<file path="config.mk">
export PLATFORM = sky130hd
export DESIGN_NAME = lcd_frame_sniffer
export DESIGN_NICKNAME = d
export VERILOG_FILES = /design/src/rtl/lcd_sniff_pkg.sv /design/src/rtl/snf_sync.sv /design/src/rtl/snf_edge.sv /design/src/rtl/snf_seq.sv /design/src/rtl/snf_outreg.sv /design/src/rtl/lcd_frame_sniffer.sv
export SDC_FILE = /design/constraint.sdc
export NUM_CORES = 1
export LEC_CHECK = 0
export BUFFER_PORTS_ARGS = -buffer_cell sky130_fd_sc_hd__buf_2
export CAP_MARGIN = 0
export CORE_MARGIN = 10
export CORE_UTILIZATION = 59
export DETAILED_ROUTE_END_ITERATION = 16
export MAX_ROUTING_LAYER = met4
export PLACE_DENSITY = 0.81
export SLEW_MARGIN = 20
export SYNTH_ARGS = -nofsm -noshare
export SYNTH_HDL_FRONTEND = slang
export SYNTH_SLANG_ARGS = --single-unit
export TNS_END_PERCENT = 10
</file>
<file path="constraint.sdc">
create_clock -name clk -period 2.7 [get_ports clk]
set_input_delay 0 -clock clk [delete_from_list [all_inputs] [get_ports clk]]
set_output_delay 0 -clock clk [all_outputs]
set_load 0.005 [all_outputs]
</file>
<file path="src/rtl/lcd_sniff_pkg.sv">
package lcd_sniff_pkg;

   typedef enum logic {
      SEQ_IDLE = 1'b0,
      SEQ_BUSY = 1'b1
   } seq_state_e;

   // Value held by the output register out of reset: the output image of
   // an all-zero frame.
   function automatic logic [63:0] idle_image(input int unsigned width,
                                              input bit invert);
      logic [63:0] v;
      v = '0;
      for (int i = 0; i < 64; i++) begin
         if (i < int'(width)) v[i] = invert;
      end
      return v;
   endfunction

endpackage

</file>
<file path="src/rtl/snf_sync.sv">
module snf_sync #(
   parameter int WIDTH  = 3,
   parameter int STAGES = 2
) (
   input  logic             clk,
   input  logic             rst,
   input  logic [WIDTH-1:0] din,
   output logic [WIDTH-1:0] dout
);

   if (STAGES < 2) begin : g_bad_stages
      $error("snf_sync: STAGES must be at least 2");
   end
   if (WIDTH < 1) begin : g_bad_width
      $error("snf_sync: WIDTH must be at least 1");
   end

   logic [WIDTH-1:0] chain [STAGES];

   for (genvar s = 0; s < STAGES; s++) begin : g_stage
      if (s == 0) begin : g_first
         always_ff @(posedge clk) begin
            if (rst) chain[s] <= '0;
            else     chain[s] <= din;
         end
      end else begin : g_next
         always_ff @(posedge clk) begin
            if (rst) chain[s] <= '0;
            else     chain[s] <= chain[s-1];
         end
      end
   end

   assign dout = chain[STAGES-1];

endmodule

</file>
<file path="src/rtl/snf_edge.sv">
module snf_edge #(
   parameter int WIDTH = 2
) (
   input  logic             clk,
   input  logic             rst,
   input  logic [WIDTH-1:0] level,
   output logic [WIDTH-1:0] fall
);

   logic [WIDTH-1:0] prev_q;

   // prev clears to zero so that no falling edge can be reported in the
   // first cycle after reset, whatever level the bus sits at.
   always_ff @(posedge clk) begin
      if (rst) prev_q <= '0;
      else     prev_q <= level;
   end

   for (genvar i = 0; i < WIDTH; i++) begin : g_det
      assign fall[i] = prev_q[i] & ~level[i];
   end

endmodule

</file>
<file path="src/rtl/snf_seq.sv">
module snf_seq
   import lcd_sniff_pkg::*;
#(
   parameter int FRAME_BITS = 8,
   localparam int CNT_W = $clog2(FRAME_BITS + 1)
) (
   input  logic                  clk,
   input  logic                  rst,
   input  logic                  latch_fall,
   input  logic                  clk_fall,
   input  logic                  data_lvl,
   output logic                  seq_busy,
   output logic [CNT_W-1:0]      bit_cnt,
   output logic                  frame_done,
   output logic [FRAME_BITS-1:0] frame_word
);

   localparam logic [CNT_W-1:0] LAST_IDX = CNT_W'(FRAME_BITS - 1);
   localparam logic [CNT_W-1:0] ONE      = CNT_W'(1);

   seq_state_e            state_q;
   logic [CNT_W-1:0]      cnt_q;
   logic [FRAME_BITS-1:0] shreg_q;
   logic                  take_bit;

   assign take_bit = (state_q == SEQ_BUSY) && clk_fall && !latch_fall;

   always_ff @(posedge clk) begin
      if (rst) begin
         state_q <= SEQ_IDLE;
         cnt_q   <= '0;
         shreg_q <= '0;
      end else if (latch_fall) begin
         // A latch edge always wins: open or reopen the frame at sample 0.
         state_q    <= SEQ_BUSY;
         cnt_q      <= ONE;
         shreg_q    <= '0;
         shreg_q[0] <= data_lvl;
      end else if (take_bit) begin
         shreg_q[cnt_q] <= data_lvl;
         if (cnt_q == LAST_IDX) begin
            state_q <= SEQ_IDLE;
            cnt_q   <= '0;
         end else begin
            cnt_q <= cnt_q + ONE;
         end
      end
   end

   assign frame_done = take_bit && (cnt_q == LAST_IDX);

   always_comb begin
      frame_word           = shreg_q;
      frame_word[LAST_IDX] = data_lvl;
   end

   assign seq_busy = (state_q == SEQ_BUSY);
   assign bit_cnt  = cnt_q;

endmodule

</file>
<file path="src/rtl/snf_outreg.sv">
module snf_outreg
   import lcd_sniff_pkg::*;
#(
   parameter int FRAME_BITS = 8,
   parameter bit OUT_INVERT = 1'b1
) (
   input  logic                  clk,
   input  logic                  rst,
   input  logic                  load,
   input  logic [FRAME_BITS-1:0] word,
   output logic [FRAME_BITS-1:0] bits,
   output logic                  valid
);

   localparam logic [63:0] IDLE_FULL = idle_image(FRAME_BITS, OUT_INVERT);
   localparam logic [FRAME_BITS-1:0] IDLE_VAL = IDLE_FULL[FRAME_BITS-1:0];

   logic [FRAME_BITS-1:0] image;

   if (OUT_INVERT) begin : g_inv
      assign image = ~word;
   end else begin : g_pass
      assign image = word;
   end

   always_ff @(posedge clk) begin
      if (rst) begin
         bits  <= IDLE_VAL;
         valid <= 1'b0;
      end else begin
         valid <= load;
         if (load) bits <= image;
      end
   end

endmodule

</file>
<file path="src/rtl/lcd_frame_sniffer.sv">
module lcd_frame_sniffer
   import lcd_sniff_pkg::*;
#(
   parameter int FRAME_BITS  = 8,
   parameter int SYNC_STAGES = 2,
   parameter bit OUT_INVERT  = 1'b1,
   localparam int CNT_W = $clog2(FRAME_BITS + 1)
) (
   input  logic                  clk,
   input  logic                  rst,
   input  logic                  bus_latch,
   input  logic                  bus_clk,
   input  logic                  bus_data,
   output logic [FRAME_BITS-1:0] frame_bits,
   output logic                  frame_valid
);

   if (FRAME_BITS < 2 || FRAME_BITS > 64) begin : g_bad_frame
      $error("lcd_frame_sniffer: FRAME_BITS must lie in 2..64");
   end

   localparam int LANES = 3;
   localparam int L_LATCH = 0;
   localparam int L_CLK   = 1;
   localparam int L_DATA  = 2;

   logic [LANES-1:0]      raw_lvl;
   logic [LANES-1:0]      sync_lvl;
   logic [1:0]            falls;
   logic                  latch_fall;
   logic                  clk_fall;
   logic                  seq_busy;
   logic [CNT_W-1:0]      bit_cnt;
   logic                  frame_done;
   logic [FRAME_BITS-1:0] frame_word;

   assign raw_lvl[L_LATCH] = bus_latch;
   assign raw_lvl[L_CLK]   = bus_clk;
   assign raw_lvl[L_DATA]  = bus_data;

   snf_sync #(.WIDTH(LANES), .STAGES(SYNC_STAGES)) u_sync (
      .clk  (clk),
      .rst  (rst),
      .din  (raw_lvl),
      .dout (sync_lvl)
   );

   snf_edge #(.WIDTH(2)) u_edge (
      .clk   (clk),
      .rst   (rst),
      .level ({sync_lvl[L_CLK], sync_lvl[L_LATCH]}),
      .fall  (falls)
   );

   assign latch_fall = falls[0];
   assign clk_fall   = falls[1];

   snf_seq #(.FRAME_BITS(FRAME_BITS)) u_seq (
      .clk        (clk),
      .rst        (rst),
      .latch_fall (latch_fall),
      .clk_fall   (clk_fall),
      .data_lvl   (sync_lvl[L_DATA]),
      .seq_busy   (seq_busy),
      .bit_cnt    (bit_cnt),
      .frame_done (frame_done),
      .frame_word (frame_word)
   );

   snf_outreg #(.FRAME_BITS(FRAME_BITS), .OUT_INVERT(OUT_INVERT)) u_out (
      .clk   (clk),
      .rst   (rst),
      .load  (frame_done),
      .word  (frame_word),
      .bits  (frame_bits),
      .valid (frame_valid)
   );

endmodule

</file>
==> flow_metrics.py <==
metrics = {
    "run_status": {
        "status": "finished, final reports clean",
    },
    "logic_synthesis": {
        "synth_nets": 121,
        "synth_area_leaders": "dfxtp_1 50%, mux2i_1 9.4%, nor2b_1 5.9%",
        "synth_area_leader_cell": "dfxtp_1",
        "ys_types": 29,
        "ys_ff_latch": 29,
        "synth_warnings": 0,
        "synth_area_sq_um": 1170,
        "synth.top_cell.area_share_pct": 49.6,
        "netlist_instances": 115,
        "avgSynthCellArea_sq_um": 10.2,
        "seq_area_frac_synth_pct": 49.6,
    },
    "clocking": {
        "cts_num_sinks": 29,
        "root_buffer": "clkbuf_4",
        "htreeDepth": 2,
        "clk_path_buf_depth": 2,
        "cts_buffers": 5,
        "cts_tree": "done",
        "clock_latency_ps": 310,
        "clk_pin_slew_worst_paths_ps": 80,
    },
    "placement": {
        "gp_congestion": 0.813,
        "place_ws_ps": 1070,
        "dp_hpwl_mm": 1.48,
        "placed_cells": 146,
        "numPortBuffers": 13,
    },
    "detailed_routing": {
        "drtPass1Iterations": 4,
        "vias": 888,
        "wl_per_cell_um": 14.3,
        "drt-total-wl_mm": 2.23,
        "ant_nets": 0,
        "post-route-drc-count": 0,
        "vias_per_cell": 5.69,
        "first_iter_violations": 44,
    },
    "cells_and_area": {
        "num_antenna_cells": 0,
        "instances_no_fill": 156,
        "mostFrequentLayoutCells": "29 x dfxtp_1, 13 x buf_2, 11 x nor2b_1, 11 x mux2i_1, 10 x nand3_1",
        "mostFrequentLayoutCell": "dfxtp_1",
        "nets": 135,
        "drive_gt1_share_pct": 17.1,
        "area_growth_pct": 11.3,
    },
    "global_route": {
        "grt-ovfl-total": 0,
        "grt_pass1_vias": 852,
        "grt_antenna_before_repair": 0,
        "grt_usage_pct": 11.8,
        "grt_max_degree": 24,
        "grt_pass1_wl_mm": 3.82,
    },
    "sta": {
        "rsz0062_at_grt": "false",
        "hold_viol_final": 0,
        "fmax_ghz": 0.606,
        "worst_pin_slew_ps": 809,
        "fin_setup_tns_ps": 0,
        "whs_ps": 99.1,
        "fin_crit_ps": 1650,
        "slew_headroom_pct": 46.0,
        "setup_viol": 0,
        "period_share_pct": 61.2,
        "drv_slew": 0,
        "skew_ps": 5.98,
        "layout_setup_ws_ps": 1050,
    },
    "min_path": {
        "whs_path_depth": 2,
        "hold_path_class": "in -> reg",
        "holdCritStartpoint": "rst",
        "holdPathEnd": "u_sync.chain[1][0]",
    },
    "floorplan": {
        "fp.dieH_um": 64.6,
        "fp.coreArea_sq_um": 1920,
        "dieArea_sq_um": 4170,
        "start_util_pct": 60.9,
        "die_width_um": 64.6,
        "pin_count": 14,
        "placementRows": 16,
    },
    "critical_path": {
        "reg2reg_slack_ps": 1050,
        "r2r-end": "u_out.bits[0]",
        "r2r_start": "u_sync.chain[1][0]",
        "arrival_ps": 1900,
        "cp-start-kind": "flip-flop",
        "critPathRequiredTime_ps": 2950,
        "r2r_cells": 3,
        "critPathKind": "reg -> reg",
        "cp_max_fo": 22,
        "worst_setup_path_end_kind": "flip-flop",
    },
    "power": {
        "powerDensity_nw_per_um2": 552,
        "peakVddDrop_uv": 328,
        "leakagePower_nw": 0.493,
    },
    "run": {
        "max-cap-violations": 0,
    },
}
[registers in the layout, summed over array words and instances, names as in the netlist]
register        flops
u_out.bits          8
u_seq.shreg_q       7
u_sync.chain        6
u_seq.bit_cnt       4
u_edge.prev_q       2
u_out.valid         1
u_seq.seq_busy      1
[critical path: stages, from the launching register on]
cell,delay (ps)
dfxtp_1,340
nand2b_1,640
and3_4,420
mux2i_1,190
[kinds of logic (layout without fill, tap and decap cells)]
logic type	Yosys count	count (layout)	synth area share [%]
AOI/OAI and AO/OA	16	16	10.0
buffers and inverters	11	25	5.02
muxes	12	12	10.4
adders and majority gates	1	1	1.07
DFF	29	29	49.6
and+or+nand+nor	46	46	23.9
[power breakdown]
| part | total [W] | switching (W) | internal [W] |
|---|---|---|---|
| Clock | 0.000255 | 0.000133 | 0.000123 |
| Combinational | 0.0000285 | 0.0000167 | 0.0000118 |
| Sequential | 0.000436 | 0.00000291 | 0.000433 |
[worst max-delay path by stage]
stage                     slack, ps          endpoint  cells past startpoint               start
after global routing            880  u_seq.shreg_q[5]                      3  u_sync.chain[1][0]
final                          1050     u_out.bits[0]                      3  u_sync.chain[1][0]
after CTS                      1060     u_out.bits[0]                      3  u_sync.chain[1][0]
after global placement         1160     u_out.bits[7]                      3  u_sync.chain[1][0]
after floorplan                1300       u_out.valid                      6    u_seq.bit_cnt[0]
after detailed placement       1070     u_out.bits[7]                      3  u_sync.chain[1][0]
[layout make-up]
| cell class | instances | area [sq um] |
|---|---|---|
| sequential | 29 | 581 |
| multi-input combinational | 75 | 532 |
| timing repair buffer | 16 | 95.1 |
| fill | 154 | 618 |
| inverter | 2 | 7.51 |
| tap | 27 | 33.8 |
| clock buffer | 7 | 55.1 |
[Yosys cell counts]
library cell   n
a21oi_1        2
a311oi_1       6
a31oi_1        6
and2_1         1
and3_4         1
and3b_1        2
buf_2          2
buf_6          2
clkbuf_1       5
clkinv_1       1
dfxtp_1       29
ha_1           1
inv_1          1
mux2_2         1
mux2i_1       11
nand2_1        1
nand2b_1       1
nand3_1       10
nand3b_1       2
nand4_1        4
nor2_1         3
nor2b_1       11
nor3_1         1
nor3b_1        2
nor4_1         3
o21ai_0        1
o31ai_2        1
or3_1          3
or4_1          1
[metrics by stage]
step / total power (W) / utilization [%] / area, sq um
final: 0.000720 / 67.8 / 1300
after global routing: 0.000751 / 67.8 / 1300
after CTS: 0.000730 / 67.8 / 1300
after detailed placement: 0.000471 / 63.4 / 1220
after global placement: 0.000470 / 63.4 / 1220
after floorplan: 0.000465 / - / 1170
[routing by layer]
layer  track usage (%)  vias up  wire length (um)
met5                 -        -                 0
met4              3.21        0                 0
met3              6.19        0               121
met2              18.3       20              1060
met1              12.9      419              1040
li1                  -      449                 -
[timing repair]
action,4_1_cts,5_1_grt
hold buffers,3,0
endpoints found under the hold margin,3,0
setup endpoints to repair,0,0
setup buffers,0,0
gates resized for setup,0,0
No activity file was read; power rests on OpenSTA's default activity.
